===== config.mk =====
export PLATFORM = sky130hd
export DESIGN_NAME = rtg_top
export DESIGN_NICKNAME = d
export VERILOG_FILES = /design/src/rtl/rtg_pkg.sv /design/src/rtl/rtg_axis_decode.sv /design/src/rtl/rtg_datapath.sv /design/src/rtl/rtg_ctrl.sv /design/src/rtl/rtg_top.sv
export SDC_FILE = /design/constraint.sdc
export NUM_CORES = 1
export LEC_CHECK = 0
export BUFFER_PORTS_ARGS = -buffer_cell sky130_fd_sc_hd__buf_2
export CORE_UTILIZATION = 55
export CTS_CLUSTER_DIAMETER = 40
export DETAILED_ROUTE_END_ITERATION = 10
export HOLD_SLACK_MARGIN = 0.05
export PLACE_DENSITY = 0.77
export SLEW_MARGIN = 30
export SYNTH_ARGS = -nofsm -noshare
export SYNTH_HDL_FRONTEND = slang
export SYNTH_SLANG_ARGS = --single-unit

===== constraint.sdc =====
create_clock -name clk -period 9.2 [get_ports clk]
set_clock_uncertainty 0.15 [all_clocks]
set_input_delay 0.92 -clock clk [delete_from_list [all_inputs] [get_ports clk]]
set_output_delay 0.92 -clock clk [all_outputs]
set_load 0.03 [all_outputs]

===== src/rtl/rtg_pkg.sv =====
package rtg_pkg;

  localparam int FIELD_W = 16;
  localparam int WORD_W  = 32;

  // word indices (byte offset >> 2)
  localparam logic [7:0] IDX_CTRL  = 8'h00;
  localparam logic [7:0] IDX_STAT  = 8'h01;
  localparam logic [7:0] IDX_FMT   = 8'h04;
  localparam logic [7:0] IDX_HSYNC = 8'h05;
  localparam logic [7:0] IDX_VSYNC = 8'h06;
  localparam logic [7:0] IDX_BLANK = 8'h07;
  localparam logic [7:0] IDX_IDENT = 8'hFF;

  localparam int CTRL_EN_BIT   = 1;
  localparam int CTRL_VPOL_BIT = 3;
  localparam int CTRL_HPOL_BIT = 4;
  localparam int STAT_BUSY_BIT = 1;

  typedef struct packed {
    logic [FIELD_W-1:0] hTotM1;
    logic [FIELD_W-1:0] vTotM1;
    logic [FIELD_W-1:0] hsStartM1;
    logic [FIELD_W-1:0] hsEndM1;
    logic [FIELD_W-1:0] vsStartM1;
    logic [FIELD_W-1:0] vsEndM1;
    logic [FIELD_W-1:0] hBlankM1;
    logic [FIELD_W-1:0] vBlankM1;
  } rtgTiming_t;

  typedef struct packed {
    logic run;
    logic hsHigh;
    logic vsHigh;
  } rtgStrobe_t;

endpackage


===== src/rtl/rtg_axis_decode.sv =====
module rtg_axis_decode
  import rtg_pkg::*;
#(
  parameter int CNT_W = 12
) (
  input  logic [CNT_W-1:0]   count,
  input  logic [FIELD_W-1:0] totM1,
  input  logic [FIELD_W-1:0] blankM1,
  input  logic [FIELD_W-1:0] syncStartM1,
  input  logic [FIELD_W-1:0] syncEndM1,
  output logic               inActive,
  output logic               inSync,
  output logic               atLast,
  output logic               atActEnd
);
  localparam int SUM_W = FIELD_W + 2;

  logic [SUM_W-1:0] cntExt;
  logic [SUM_W-1:0] actLen;
  logic [SUM_W-1:0] syncOn;
  logic [SUM_W-1:0] syncOff;

  always_comb begin
    cntExt   = SUM_W'(count);
    // (tot+1) - (blank+1) visible positions
    actLen   = SUM_W'(totM1) - SUM_W'(blankM1);
    syncOn   = actLen + SUM_W'(syncStartM1) + SUM_W'(1);
    syncOff  = actLen + SUM_W'(syncEndM1) + SUM_W'(1);
    inActive = cntExt < actLen;
    inSync   = (cntExt >= syncOn) && (cntExt < syncOff);
    atLast   = cntExt == SUM_W'(totM1);
    atActEnd = cntExt == actLen;
  end

endmodule


===== src/rtl/rtg_datapath.sv =====
module rtg_datapath
  import rtg_pkg::*;
#(
  parameter int CNT_W = 12
) (
  input  logic             clk,
  input  logic             rstN,
  input  rtgTiming_t       timing,
  input  rtgStrobe_t       strobe,
  output logic [CNT_W-1:0] hCount,
  output logic [CNT_W-1:0] vCount,
  output logic             hsync,
  output logic             vsync,
  output logic             de,
  output logic             frameStart,
  output logic             vblankStart,
  output logic             frameWrap
);
  logic hInAct, hInSync, hLast, hActEnd;
  logic vInAct, vInSync, vLast, vActEnd;

  rtg_axis_decode #(.CNT_W(CNT_W)) uHoriz (
    .count(hCount), .totM1(timing.hTotM1), .blankM1(timing.hBlankM1),
    .syncStartM1(timing.hsStartM1), .syncEndM1(timing.hsEndM1),
    .inActive(hInAct), .inSync(hInSync), .atLast(hLast), .atActEnd(hActEnd)
  );

  rtg_axis_decode #(.CNT_W(CNT_W)) uVert (
    .count(vCount), .totM1(timing.vTotM1), .blankM1(timing.vBlankM1),
    .syncStartM1(timing.vsStartM1), .syncEndM1(timing.vsEndM1),
    .inActive(vInAct), .inSync(vInSync), .atLast(vLast), .atActEnd(vActEnd)
  );

  logic hZero, vZero;
  assign hZero = hCount == '0;
  assign vZero = vCount == '0;

  always_ff @(posedge clk or negedge rstN) begin
    if (!rstN) begin
      hCount <= '0;
      vCount <= '0;
    end else if (!strobe.run) begin
      hCount <= '0;
      vCount <= '0;
    end else if (hLast) begin
      hCount <= '0;
      vCount <= vLast ? '0 : vCount + 1'b1;
    end else begin
      hCount <= hCount + 1'b1;
    end
  end

  always_comb begin
    frameWrap   = strobe.run && hLast && vLast;
    hsync       = (strobe.run && hInSync) ? strobe.hsHigh : ~strobe.hsHigh;
    vsync       = (strobe.run && vInSync) ? strobe.vsHigh : ~strobe.vsHigh;
    de          = strobe.run && hInAct && vInAct;
    frameStart  = strobe.run && hZero && vZero;
    vblankStart = strobe.run && hZero && vActEnd;
  end

  AST_H_LIMIT: assert property (@(posedge clk) disable iff (!rstN)
    strobe.run |-> (FIELD_W'(hCount) <= timing.hTotM1)) else $error("hCount past total");
  AST_H_STEP: assert property (@(posedge clk) disable iff (!rstN)
    (strobe.run && $past(strobe.run) && !hZero) |-> (hCount == $past(hCount) + 1'b1)) else $error("hCount skipped");
  AST_IDLE_HOME: assert property (@(posedge clk) disable iff (!rstN)
    !strobe.run |=> (hZero && vZero)) else $error("counters not homed");
  AST_FS_SINGLE: assert property (@(posedge clk) disable iff (!rstN)
    (frameStart && timing.hTotM1 != '0 && strobe.run) |=> !frameStart) else $error("frameStart too long");

endmodule


===== src/rtl/rtg_ctrl.sv =====
module rtg_ctrl
  import rtg_pkg::*;
#(
  parameter int          ADDR_W   = 10,
  parameter logic [31:0] ID_VALUE = 32'h5047_0100
) (
  input  logic              clk,
  input  logic              rstN,
  input  logic              regWr,
  input  logic              regRd,
  input  logic [ADDR_W-1:0] regAddr,
  input  logic [WORD_W-1:0] regWdata,
  output logic [WORD_W-1:0] regRdata,
  input  logic              frameWrap,
  output rtgTiming_t        timing,
  output rtgStrobe_t        strobe
);
  localparam int IDX_W = ADDR_W - 2;

  logic [IDX_W-1:0] wordIdx;
  logic             aligned;
  logic             wrHit;
  assign wordIdx = regAddr[ADDR_W-1:2];
  assign aligned = regAddr[1:0] == 2'b00;
  assign wrHit   = regWr && aligned;

  logic enReg, hPolReg, vPolReg;
  logic [WORD_W-1:0] fmtReg, hsReg, vsReg, blankReg;
  logic [WORD_W-1:0] fmtSh, hsSh, vsSh, blankSh;

  // programmed bank
  always_ff @(posedge clk or negedge rstN) begin
    if (!rstN) begin
      enReg    <= 1'b0;
      hPolReg  <= 1'b0;
      vPolReg  <= 1'b0;
      fmtReg   <= '0;
      hsReg    <= '0;
      vsReg    <= '0;
      blankReg <= '0;
    end else if (wrHit) begin
      case (wordIdx)
        IDX_W'(IDX_CTRL): begin
          enReg   <= regWdata[CTRL_EN_BIT];
          vPolReg <= regWdata[CTRL_VPOL_BIT];
          hPolReg <= regWdata[CTRL_HPOL_BIT];
        end
        IDX_W'(IDX_FMT):   fmtReg   <= regWdata;
        IDX_W'(IDX_HSYNC): hsReg    <= regWdata;
        IDX_W'(IDX_VSYNC): vsReg    <= regWdata;
        IDX_W'(IDX_BLANK): blankReg <= regWdata;
        default: ;
      endcase
    end
  end

  // working bank: follows the programmed bank while stopped, else only at wrap
  logic loadShadow;
  assign loadShadow = !enReg || frameWrap;

  always_ff @(posedge clk or negedge rstN) begin
    if (!rstN) begin
      fmtSh   <= '0;
      hsSh    <= '0;
      vsSh    <= '0;
      blankSh <= '0;
    end else if (loadShadow) begin
      fmtSh   <= fmtReg;
      hsSh    <= hsReg;
      vsSh    <= vsReg;
      blankSh <= blankReg;
    end
  end

  always_comb begin
    timing.hTotM1    = fmtSh[31:16];
    timing.vTotM1    = fmtSh[15:0];
    timing.hsStartM1 = hsSh[31:16];
    timing.hsEndM1   = hsSh[15:0];
    timing.vsStartM1 = vsSh[31:16];
    timing.vsEndM1   = vsSh[15:0];
    timing.hBlankM1  = blankSh[31:16];
    timing.vBlankM1  = blankSh[15:0];
    strobe.run       = enReg;
    strobe.hsHigh    = hPolReg;
    strobe.vsHigh    = vPolReg;
  end

  // read port
  logic [WORD_W-1:0] rdNext;
  always_comb begin
    rdNext = '0;
    if (aligned) begin
      case (wordIdx)
        IDX_W'(IDX_CTRL): begin
          rdNext[CTRL_EN_BIT]   = enReg;
          rdNext[CTRL_VPOL_BIT] = vPolReg;
          rdNext[CTRL_HPOL_BIT] = hPolReg;
        end
        IDX_W'(IDX_STAT):  rdNext[STAT_BUSY_BIT] = enReg;
        IDX_W'(IDX_FMT):   rdNext = fmtReg;
        IDX_W'(IDX_HSYNC): rdNext = hsReg;
        IDX_W'(IDX_VSYNC): rdNext = vsReg;
        IDX_W'(IDX_BLANK): rdNext = blankReg;
        IDX_W'(IDX_IDENT): rdNext = ID_VALUE;
        default: ;
      endcase
    end
  end

  always_ff @(posedge clk or negedge rstN) begin
    if (!rstN)      regRdata <= '0;
    else if (regRd) regRdata <= rdNext;
  end

  AST_SHADOW_HOLD: assert property (@(posedge clk) disable iff (!rstN)
    (enReg && !frameWrap) |=> ($stable(fmtSh) && $stable(hsSh) && $stable(vsSh) && $stable(blankSh)))
    else $error("working bank changed mid-frame");
  AST_ID_CONST: assert property (@(posedge clk) disable iff (!rstN)
    (regRd && aligned && wordIdx == IDX_W'(IDX_IDENT)) |=> (regRdata == ID_VALUE))
    else $error("ID read wrong");
  AST_BUSY_READ: assert property (@(posedge clk) disable iff (!rstN)
    (regRd && aligned && wordIdx == IDX_W'(IDX_STAT)) |=> (regRdata[STAT_BUSY_BIT] == strobe.run || $past(wrHit)))
    else $error("busy flag wrong");

endmodule


===== src/rtl/rtg_top.sv =====
module rtg_top
  import rtg_pkg::*;
#(
  parameter int          ADDR_W   = 10,
  parameter int          CNT_W    = 12,
  parameter logic [31:0] ID_VALUE = 32'h5047_0100
) (
  input  logic              clk,
  input  logic              rstN,
  input  logic              regWr,
  input  logic              regRd,
  input  logic [ADDR_W-1:0] regAddr,
  input  logic [31:0]       regWdata,
  output logic [31:0]       regRdata,
  output logic [CNT_W-1:0]  hCount,
  output logic [CNT_W-1:0]  vCount,
  output logic              hsync,
  output logic              vsync,
  output logic              de,
  output logic              frameStart,
  output logic              vblankStart
);
  rtgTiming_t timing;
  rtgStrobe_t strobe;
  logic       frameWrap;

  rtg_ctrl #(.ADDR_W(ADDR_W), .ID_VALUE(ID_VALUE)) uCtrl (
    .clk(clk), .rstN(rstN), .regWr(regWr), .regRd(regRd), .regAddr(regAddr),
    .regWdata(regWdata), .regRdata(regRdata), .frameWrap(frameWrap),
    .timing(timing), .strobe(strobe)
  );

  rtg_datapath #(.CNT_W(CNT_W)) uPath (
    .clk(clk), .rstN(rstN), .timing(timing), .strobe(strobe),
    .hCount(hCount), .vCount(vCount), .hsync(hsync), .vsync(vsync), .de(de),
    .frameStart(frameStart), .vblankStart(vblankStart), .frameWrap(frameWrap)
  );

endmodule


==> summary.md <==
| Metric | Value |
|---|---|
| Placed Cells | `2277` |
| Maximum vdd drop | `0.000127 V` |
| Sw Ratio | `0.278` |
| Gate Count Post-Synth | `about 1800` |
| Avg Inst Size Synth | `10.8 sq um` |
| Die width | `between 150 and 200 um` |
| Leak Pwr | `0.0105 uW` |
| DR iter-0 viols | `between 800 and 900` |
| Number of enable flip-flop cells after synthesis | `0` |
| RSZ-0062 raised after global routing | `false` |
| Pin count of the biggest net entering global routing | `~160` |
| Clk sinks | `315` |
| Clock transition at path regs | `0.06 ns` |
| CTS tree | `built` |
| Clk Latency, worst-skew pair | `0.56 ns` |
| Crit-path max cell delay | `between 0.6 and 0.7 ns` |
| Number of port buffers | `106` |
| Vias in the first global route | `14700` |
| Detailed Route WL | `50600 um` |
| Fmax | `roughly 0.13 GHz` |
| WP data arrival | `6.39 ns` |
| Fin Hold WS | `0.267 ns` |
| Clock Power Share | `0.459` |
| Netlist cell types | `66` |
| Initial antenna violation count | `5` |
| Worst Path Required | `roughly 8.1 ns` |
| Area Overhead vs Synth | `12.8%` |
| Tmin final | `7.46 ns` |
| I/O pins | `roughly 110` |
| Layout cell share with drive strength beyond 1 | `0.244` |
| PD cells | `167 mW/mm^2` |
| H-Tree Depth | `2` |
| Max Cap Viol | `0` |
| Most common cell on crit path | `a21oi_1` |
| Internal power | `2600 uW` |
| Num CTS Buffers | `42` |
| All-Layer GR Usage | `0.291` |
| WS Path Type | `reg2out` |
| Routed length per instance | `21.5 um` |
| Fillers | `2661` |
| Syn nets | `1993` |
| Ys flop type | `dfrtp_1` |
| Die Height | `188 um` |
| Routed Antenna Nets | `0` |
| Final Hold Viols | `0` |
| Starting Density | `0.565` |
| Core Util, Final | `0.637` |
| Maximum fanout along the worst path | `3` |
| Placed Area | `between 0.02 and 0.025 sq mm` |
| Post-CTS Setup Bufs | `0` |
| Clk root buf | `clkbuf_16` |
| Hold Buf Count CTS | `0` |
| CP Launch Type | `flop` |
| Final Max Slew Viols | `0` |
| Worst setup EP type | `output port` |
| Synthesis-stage register bit count | `about 320` |
| Clock Path Buffers | `3` |
| Die area | `0.0355 sq mm` |
| Register area share after synthesis | `0.412` |
| Slew headroom | `0.293` |
| Post-Synthesis Cell Area | `0.0191 sq mm` |
| Grt total ovfl | `0` |
| Post-CTS resize count | `0` |
| GPL Wtd Cong | `0.870` |
| Yosys warning count | `0` |
| Final period util | `0.811` |
| Core ar. | `between 0.03 and 0.04 sq mm` |
| Slew @ Worst Pin | `between 1 and 1.5 ns` |
| Status | `finished clean` |
| Multi-input gate area | `0.0105 sq mm` |
| Row cnt | `67` |
| Register area | `0.00788 sq mm` |
| Via density | `between 6 and 7` |
| Fin nets | `about 2100` |
| Final cell count without fillers | `around 2400` |
| Vias | `14400` |
| Type of the most critical hold path | `in2async` |
| Hpwl dp | `36500 um` |
| Reg power frac | `0.394` |
| Switch Pwr | `1000 uW` |
| First-pass GRT wire length | `between 80000 and 90000 um` |
| DRC violations left | `0` |
| Final instance area | `0.0216 sq mm` |
| Asr flop ratio synth | `1.00` |
| Logic gate share of total power | `0.147` |
| Setup TNS | `0 ns` |
| Setup violations, final | `0` |
| Slowest CP cell | `a2111oi_2` |
| DRT Pass-1 Iters | `5` |
[state kept, by name, indices dropped and copies added (netlist names), 12 cells and up]
| name | cells |
|---|---|
| uCtrl.hsSh | 32 |
| uCtrl.vsReg | 32 |
| uPath.vCount | 12 |
| uCtrl.blankReg | 32 |
| uCtrl.blankSh | 32 |
| uPath.hCount | 12 |
| uCtrl.hsReg | 32 |
| uCtrl.regRdata | 32 |
| uCtrl.fmtSh | 32 |
| uCtrl.vsSh | 32 |
| uCtrl.fmtReg | 32 |
[power groups by stage]
stage | Clock (uW) | Combinational, uW | Sequential, uW
2_1_floorplan | 0 | 382 | 1440
3_3_place_gp | 0 | 514 | 1440
3_5_place_dp | 0 | 525 | 1440
4_1_cts | 1670 | 531 | 1420
5_1_grt | 1730 | 596 | 1420
6_report | 1650 | 531 | 1420
[Yosys cell counts, types with 34 or more instances]
cell type	n	area, sq um
o22ai_1	34	213
nand3_1	41	205
mux2_2	225	2530
nand2_1	85	319
o21ai_0	114	571
xnor2_1	50	438
dfrtp_1	315	7880
nor2_1	72	270
xor2_1	58	508
ha_1	169	2110
a21oi_1	68	340
inv_1	144	541
[stage by stage]
stage / setup WS [ns] / total power, uW
2_1_floorplan: 3.38 / 1820
3_3_place_gp: 2.31 / 1960
3_5_place_dp: 2.24 / 1970
4_1_cts: 1.62 / 3620
5_1_grt: 1.26 / 3740
6_report: 1.74 / 3600
[kinds of logic (layout without fill, tap and decap cells)]
| logic type | count (synthesis) | in the layout | share of synthesized area |
|---|---|---|---|
| AOI/OAI and AO/OA | 362 | 362 | 0.121 |
| xor gates and xnor gates | 108 | 108 | 0.0495 |
| adders and majority gates | 175 | 175 | 0.117 |
| buffers and inverters | 201 | 336 | 0.0404 |
| DFF | 315 | 315 | 0.412 |
| muxes | 257 | 257 | 0.167 |
| other | 0 | 4 | 0 |
| and+or+nand+nor | 354 | 354 | 0.0936 |
[worst max-delay path: cells and delay by family (launching register included)]
kind | cells | cell delay, ns
buffers and inverters | 3 | 0.38
xor gates and xnor gates | 3 | 0.65
DFF | 1 | 0.39
AOI/OAI and AO/OA | 14 | 3.04
and+or+nand+nor | 2 | 0.21
adders and majority gates | 4 | 1.19
[final cells by class]
| type | count | area share |
|---|---|---|
| multi-input cells | 1256 | 0.488 |
| flip-flops and latches | 315 | 0.365 |
| clock buffers | 51 | 0.0536 |
| repair buffers | 114 | 0.0284 |
| well taps | 448 | 0.0260 |
| inverters | 144 | 0.0251 |
| clock inverters | 27 | 0.0134 |
| diodes | 4 | 0.000464 |
[metal layers]
metal | vias to the layer above | GRT usage | share of wire | routed length [um]
met2 | 379 | 0.486 | 0.49 | 24900
met3 | 102 | 0.0341 | 0.044 | 2210
met5 | - | 0 | 0 | 0
met4 | 0 | 0.132 | 0.038 | 1910
li1 | 6624 | - | - | -
met1 | 7284 | 0.380 | 0.43 | 21600
[path summary, 6_finish.rpt]
kind / slack (ns) / startpoint / depth (start not counted) / endpoint
max in group asynchronous: 6.71 / rstN / 3 / uPath.hCount[1]$_DFF_PN0_
setup / recovery: 1.74 / uCtrl.fmtSh[0]$_DFFE_PN0P_ / 26 / vsync
min in group clk: 0.35 / uCtrl.blankReg[12]$_DFFE_PN0P_ / 2 / uCtrl.blankSh[12]$_DFFE_PN0P_
hold / removal: 0.27 / rstN / 1 / uCtrl.blankReg[14]$_DFFE_PN0P_
hold reg to reg: 0.35 / uCtrl.blankReg[12]$_DFFE_PN0P_ / 2 / uCtrl.blankSh[12]$_DFFE_PN0P_
setup reg to reg: 3.71 / uCtrl.fmtSh[29]$_DFFE_PN0P_ / 7 / uCtrl.hsSh[24]$_DFFE_PN0P_
[placed cells by master, fill, tap and decap left out, drive strengths merged, types with 6 or more instances in the layout]
cell     netlist  layout
mux4          27      27
or4            6       6
a211oi        13      13
inv          144     153
a21o          26      26
nor4          16      16
nor2          72      72
a31oi          7       7
o211ai         9       9
o31ai          6       6
and2          11      11
or3           12      12
xnor2         50      50
dfrtp        315     315
mux2         225     225
buf           25     114
o22ai         34      34
o21bai         7       7
fa             6       6
o21a          23      23
nand2b        22      22
nand3         41      41
a2111oi        8       8
a21oi         69      69
and3          13      13
xor2          58      58
clkinv         0      12
nor2b         19      19
nand2         85      85
clkbuf        32      51
o21ai        116     116
nor3          22      22
nand4         14      14
ha           169     169
Note: power is estimated with default switching activity, not from simulation.
